### src/rtl/scan_seg_pkg.sv
package scan_seg_pkg;
  // How the output stage drives the segments in a given cycle
  typedef enum logic [1:0] {
    RM_CAPTURE = 2'd0, // all segments clocked, no gating
    RM_SHIFT1  = 2'd1, // exactly one segment shifts
    RM_SHIFT0  = 2'd2  // shift cycle, but no segment is selected
  } route_mode_e;
endpackage

### src/rtl/scan_seg_seq.sv
module scan_seg_seq #(
  parameter int NSEG  = 4,
  parameter int SEL_W = 3,
  parameter int CNT_W = 8
) (
  input  logic             clk,
  input  logic             rst,
  input  logic             auto_mode,
  input  logic             auto_start,
  input  logic             shifting,
  input  logic [CNT_W-1:0] shift_len,
  output logic             run,
  output logic [SEL_W-1:0] idx,
  output logic             done
);
  logic [CNT_W-1:0] cnt;
  logic             last_cyc;
  logic             last_seg;

  // shift_len of zero behaves as one
  assign last_cyc = ({1'b0, cnt} + 1'b1) >= {1'b0, shift_len};
  assign last_seg = (32'(idx) == NSEG - 1);

  always_ff @(posedge clk) begin
    if (rst) begin
      run  <= 1'b0;
      idx  <= '0;
      cnt  <= '0;
      done <= 1'b0;
    end else if (auto_mode && auto_start) begin
      run  <= 1'b1;
      idx  <= '0;
      cnt  <= '0;
      done <= 1'b0;
    end else if (auto_mode && run && shifting) begin
      if (last_cyc) begin
        cnt <= '0;
        if (last_seg) begin
          run  <= 1'b0;
          done <= 1'b1;
        end else begin
          idx <= idx + 1'b1;
        end
      end else begin
        cnt <= cnt + 1'b1;
      end
    end
  end

  // a finished pass is never still running
  a_r10_done_idle: assert property (@(posedge clk) disable iff (rst)
    done |-> !run);
  // the walked index stays inside the segment range
  a_r8_idx_range: assert property (@(posedge clk) disable iff (rst)
    run |-> (32'(idx) < NSEG));
  // a pause in shifting holds the active segment
  a_r9_hold: assert property (@(posedge clk) disable iff (rst)
    (run && !shifting && !auto_start) |=> $stable(idx));
endmodule

### src/rtl/scan_seg_route.sv
module scan_seg_route
  import scan_seg_pkg::*;
#(
  parameter int NSEG  = 4,
  parameter int SEL_W = 3
) (
  input  logic             clk,
  input  logic             rst,
  input  route_mode_e      mode,
  input  logic [SEL_W-1:0] act,
  input  logic             tdi,
  input  logic [NSEG-1:0]  seg_tail,
  output logic [NSEG-1:0]  seg_clk_en,
  output logic [NSEG-1:0]  seg_si,
  output logic             q_gate_en,
  output logic             tdo
);
  logic [NSEG-1:0] sel_mask;
  logic            tail_bit;

  // decode of the active index, one comparator per segment
  for (genvar g = 0; g < NSEG; g++) begin : g_dec
    assign sel_mask[g] = (32'(act) == g);
  end

  always_comb begin
    tail_bit = 1'b0;
    for (int i = 0; i < NSEG; i++)
      if (sel_mask[i]) tail_bit = seg_tail[i];
  end

  always_ff @(posedge clk) begin
    if (rst) begin
      seg_clk_en <= '0;
      seg_si     <= '0;
      q_gate_en  <= 1'b0;
      tdo        <= 1'b0;
    end else begin
      case (mode)
        RM_SHIFT1: begin
          seg_clk_en <= sel_mask;
          seg_si     <= tdi ? sel_mask : '0;
          q_gate_en  <= 1'b1;
          tdo        <= tail_bit;
        end
        RM_SHIFT0: begin
          seg_clk_en <= '0;
          seg_si     <= '0;
          q_gate_en  <= 1'b1;
          tdo        <= 1'b0;
        end
        default: begin
          seg_clk_en <= '1;
          seg_si     <= '0;
          q_gate_en  <= 1'b0;
          tdo        <= 1'b0;
        end
      endcase
    end
  end

  // during shift at most one segment is clocked
  a_r2_onehot: assert property (@(posedge clk) disable iff (rst)
    q_gate_en |-> $onehot0(seg_clk_en));
  // a segment that is not clocked only ever sees zero
  a_r3_idle_zero: assert property (@(posedge clk) disable iff (rst)
    q_gate_en |-> ((seg_si & ~seg_clk_en) == '0));
  // capture cycles clock every segment with gating released
  a_r5_capture_all: assert property (@(posedge clk) disable iff (rst)
    (mode == RM_CAPTURE) |=> (seg_clk_en == '1 && !q_gate_en && seg_si == '0));
endmodule

### src/rtl/scan_seg_ctrl.sv
module scan_seg_ctrl
  import scan_seg_pkg::*;
#(
  parameter int NSEG  = 4,
  parameter int SEL_W = 3,
  parameter int CNT_W = 8
) (
  input  logic             clk,
  input  logic             rst,
  input  logic             scan_en,
  input  logic             func_mode,
  input  logic             auto_mode,
  input  logic             auto_start,
  input  logic [SEL_W-1:0] seg_sel,
  input  logic [CNT_W-1:0] shift_len,
  input  logic             tdi,
  input  logic [NSEG-1:0]  seg_tail,
  output logic [NSEG-1:0]  seg_clk_en,
  output logic [NSEG-1:0]  seg_si,
  output logic             q_gate_en,
  output logic             tdo,
  output logic             seq_done
);
  localparam int MAX_SEL = (1 << SEL_W);

  logic             shifting;
  logic             seq_run;
  logic [SEL_W-1:0] seq_idx;
  logic [SEL_W-1:0] act;
  logic             act_ok;
  route_mode_e      mode;

  initial begin
    if (MAX_SEL < NSEG) $error("SEL_W too narrow for NSEG");
  end

  assign shifting = scan_en && !func_mode;

  scan_seg_seq #(.NSEG(NSEG), .SEL_W(SEL_W), .CNT_W(CNT_W)) u_seq (
    .clk        (clk),
    .rst        (rst),
    .auto_mode  (auto_mode),
    .auto_start (auto_start),
    .shifting   (shifting),
    .shift_len  (shift_len),
    .run        (seq_run),
    .idx        (seq_idx),
    .done       (seq_done)
  );

  always_comb begin
    if (auto_mode) begin
      act    = seq_idx;
      act_ok = seq_run;
    end else begin
      act    = seg_sel;
      act_ok = (32'(seg_sel) < NSEG);
    end
    if (!shifting)   mode = RM_CAPTURE;
    else if (act_ok) mode = RM_SHIFT1;
    else             mode = RM_SHIFT0;
  end

  scan_seg_route #(.NSEG(NSEG), .SEL_W(SEL_W)) u_route (
    .clk        (clk),
    .rst        (rst),
    .mode       (mode),
    .act        (act),
    .tdi        (tdi),
    .seg_tail   (seg_tail),
    .seg_clk_en (seg_clk_en),
    .seg_si     (seg_si),
    .q_gate_en  (q_gate_en),
    .tdo        (tdo)
  );

  // an index past the last segment shuts every segment
  a_r6_out_of_range: assert property (@(posedge clk) disable iff (rst)
    (shifting && !auto_mode && 32'(seg_sel) >= NSEG) |=> (seg_clk_en == '0 && seg_si == '0));
  // output gating follows the shift condition one cycle later
  a_r4_gate: assert property (@(posedge clk) disable iff (rst)
    shifting |=> q_gate_en);
endmodule

### config.mk
export PLATFORM = sky130hd
export DESIGN_NAME = scan_seg_ctrl
export DESIGN_NICKNAME = d
export VERILOG_FILES = /design/src/rtl/scan_seg_pkg.sv /design/src/rtl/scan_seg_seq.sv /design/src/rtl/scan_seg_route.sv /design/src/rtl/scan_seg_ctrl.sv
export SDC_FILE = /design/constraint.sdc
export NUM_CORES = 1
export LEC_CHECK = 0
export ABC_AREA = 1
export CAP_MARGIN = 20
export CELL_PAD_IN_SITES_DETAIL_PLACEMENT = 0
export CELL_PAD_IN_SITES_GLOBAL_PLACEMENT = 1
export CORE_ASPECT_RATIO = 0.8
export CORE_UTILIZATION = 43
export CTS_CLUSTER_DIAMETER = 40
export DETAILED_ROUTE_END_ITERATION = 8
export DONT_BUFFER_PORTS = 1
export PLACE_DENSITY = 0.78
export SYNTH_ARGS = -nofsm -noshare
export SYNTH_HDL_FRONTEND = slang
export SYNTH_SLANG_ARGS = --single-unit
### constraint.sdc
create_clock -name clk -period 2.8 [get_ports clk]
set_input_delay 0.56 -clock clk [delete_from_list [all_inputs] [get_ports clk]]
set_output_delay 0.56 -clock clk [all_outputs]
set_load 0.03 [all_outputs]
==> reports/qor.yml <==
status: "complete, no violations"
dr.pass1.iters: 4
synth_edf_count: 0
via_per_inst: 4.75
ir_worst_vdd_mv: 0.204
final_cell_mix: "49 x nand2_1, 32 x inv_1, 23 x dfxtp_1"
worst-setup-path-type: "flip-flop to flip-flop"
rows: 17
area_growth_pct: 7.04
cp_num_buf_inv: 3
stdcell_count: 221
ys.flop_type: "dfxtp_1"
grt_pass1_wl_mm: 4.36
ant_nets: 0
syn_nets: 213
postCtsSetupBuffers: 0
worstPathRequired_ps: 3000
p_per_area_nw_per_um2: 426
cts-hold-fix-buffers: 0
cts.clk_slew.worst_paths_ps: 80
cts_resized: 0
skew_ps: 3.44
crit_family: "simple AND/OR/NAND/NOR gates"
start_util_pct: 45.9
die_h_um: 50.8
grt_pass1_vias: 1008
timing.slew.headroom_pct: 70.0
fp.dieArea_um2: 3200
nets: 217
dpl.cell_count: 217
switching_power_mw: 0.137
gr-total-overflow: 0
cts_tree: "yes"
synthCells: 180
fin_area_um2: 1370
slew_viol_final: 0
synth_area_um2: 1280
yosysTopAreaCell: "dfxtp_1"
avgSynthCellArea_um2: 7.11
drt_iter0_markers: 35
fin_util_pct: 49.2
fillCellCount: 288
cts-root-buf: "clkbuf_8"
io_pins: 33
place.gp.congestion: 0.817
vias: 1050
drc_errors: 0
routed.top_layer: "met4"
synthArstFlopShare_pct: 0
cp_slowest_cell: "dfxtp_1"
grt_use_total_pct: 17.4
synth_area_leaders: "dfxtp_1 36%, nand2_1 14%, ha_1 11%"
max_clock_freq_mhz: 433
cts_sinks: 23
grt_setup_unrepaired: "false"
hp-class: "input port to flip-flop"
internal_power_mw: 0.446
min_period_ps: 2310
fp.dieW_um: 63
cts_buffer_depth: 2
cts_buffers: 3
crit_arrival_ps: 2500
clkPwrFrac_pct: 33.7
critPathLaunchType: "flip-flop"
power_frac_seq_pct: 59.4
fin_tns_setup_ps: 0
htree_levels: 1
cp_slowest_stage_delay_ps: 390
antenna_cells: 0
antenna_found_initial: 0
hpwl_mm: 2.00
seq_area_frac_synth_pct: 36.0
final_common_cell: "nand2_1"
ys_ff_latch: 23
wl_mm: 2.41
path_cells: "ha_1 -> nand3_2 -> xor2_1 -> inv_1 -> ha_1 -> nand2_1 -> inv_1 -> nand2_1 -> nand3_1 -> nand2_1 -> nand2_1 -> nand2_1 -> nand2_2 -> inv_1 -> nand2_1 -> a21oi_1"
critPathCaptureType: "flip-flop"
wire_per_inst_um: 10.9
cp_common_cell: "nand2_1"
setup_viol: 0
finalHoldViolCount: 0
wl_met2_mm: 1.07
synth.distinct_cells: 20
wl_met1_mm: 1.22
finalCritPeriodShare_pct: 82.5
wl_met3_um: 116
drive_gt1_share_pct: 7.10
core_um2: 2790
p_sw_share_pct: 23.6
port-buffer-count: 0
clock_latency_ps: 260
critPathMaxFanout: 8
drv_cap: 0
comb_power_share_pct: 6.9
yosysWarnings: 0
synth_top_area_share_pct: 36.0
worst_slew_pin_slew_ps: 449
total_leakage_power_nw: 0.690
dpl-instance-area_um2: 1320
grt_max_degree: 14
==> metrics by stage <==
| step | power (mW) | hold WS, ps | worst slack [ps] |
|---|---|---|---|
| floorplan | 0.387 | 443 | 788 |
| global placement | 0.394 | 467 | 564 |
| detailed placement | 0.395 | 463 | 494 |
| CTS | 0.591 | 357 | 465 |
| global route | 0.613 | 354 | 124 |
| finish | 0.583 | 361 | 491 |
==> path summary, 6_finish.rpt <==
kind | slack (ps) | to | from | cells after the start
worst max-delay path | 490 | u_seq.cnt[0] | u_seq.cnt[0] | 16
worst max register to register | 490 | u_seq.cnt[0] | u_seq.cnt[0] | 16
worst min register to register | 470 | u_seq.run | u_seq.run | 2
worst min-delay path | 360 | u_seq.run | rst | 1
==> sequential cells by signal, summed over array words and instances, names as in the netlist <==
| signal | cells |
|---|---|
| u_seq.done | 1 |
| u_route.seg_clk_en | 4 |
| u_seq.cnt | 8 |
| u_route.seg_si | 4 |
| u_seq.run | 1 |
| u_route.q_gate_en | 1 |
| u_route.tdo | 1 |
| u_seq.idx | 3 |
==> power groups by stage <==
stage          logic (mW)  clock network [mW]  registers, mW
2_1_floorplan      0.0335                   0          0.353
3_3_place_gp       0.0398                   0          0.354
3_5_place_dp       0.0410                   0          0.354
4_1_cts            0.0411               0.203          0.346
5_1_grt            0.0491               0.217          0.347
6_report           0.0403               0.196          0.346
==> routing by layer <==
layer	vias up	track usage (%)
li1	570	-
met1	454	23.0
met2	24	27.8
met3	2	5.45
met4	0	3.49
met5	-	0
==> cell families after synthesis <==
kind of cell | share of synthesized area, %
flip-flops | 36.0
AO/OA/AOI/OAI | 10.5
buffers and inverters | 10.3
AND/OR/NAND/NOR | 28.4
adder cells (fa/ha/maj) | 10.8
XOR/XNOR | 4.11
==> cell type report <==
class                           count  area, um2  share of cell area [%]
Clock buffer                        3       41.3                    3.01
Clock inverter                      1       5.00                   0.365
Inverter                           34        128                    9.32
Multi-Input combinational cell    122        688                    50.2
Sequential cell                    23        460                    33.6
Tap cell                           38       47.5                    3.47
==> Yosys cell counts, types with 2 or more instances <==
| cell | instances |
|---|---|
| nand2_1 | 49 |
| inv_1 | 32 |
| dfxtp_1 | 23 |
| a21oi_1 | 17 |
| nor2_1 | 14 |
| ha_1 | 11 |
| nand3_1 | 7 |
| nand4_1 | 7 |
| xor2_1 | 6 |
| inv_2 | 2 |
| o21ai_0 | 2 |
| o21ai_2 | 2 |
No activity file was read; power rests on OpenSTA's default activity.
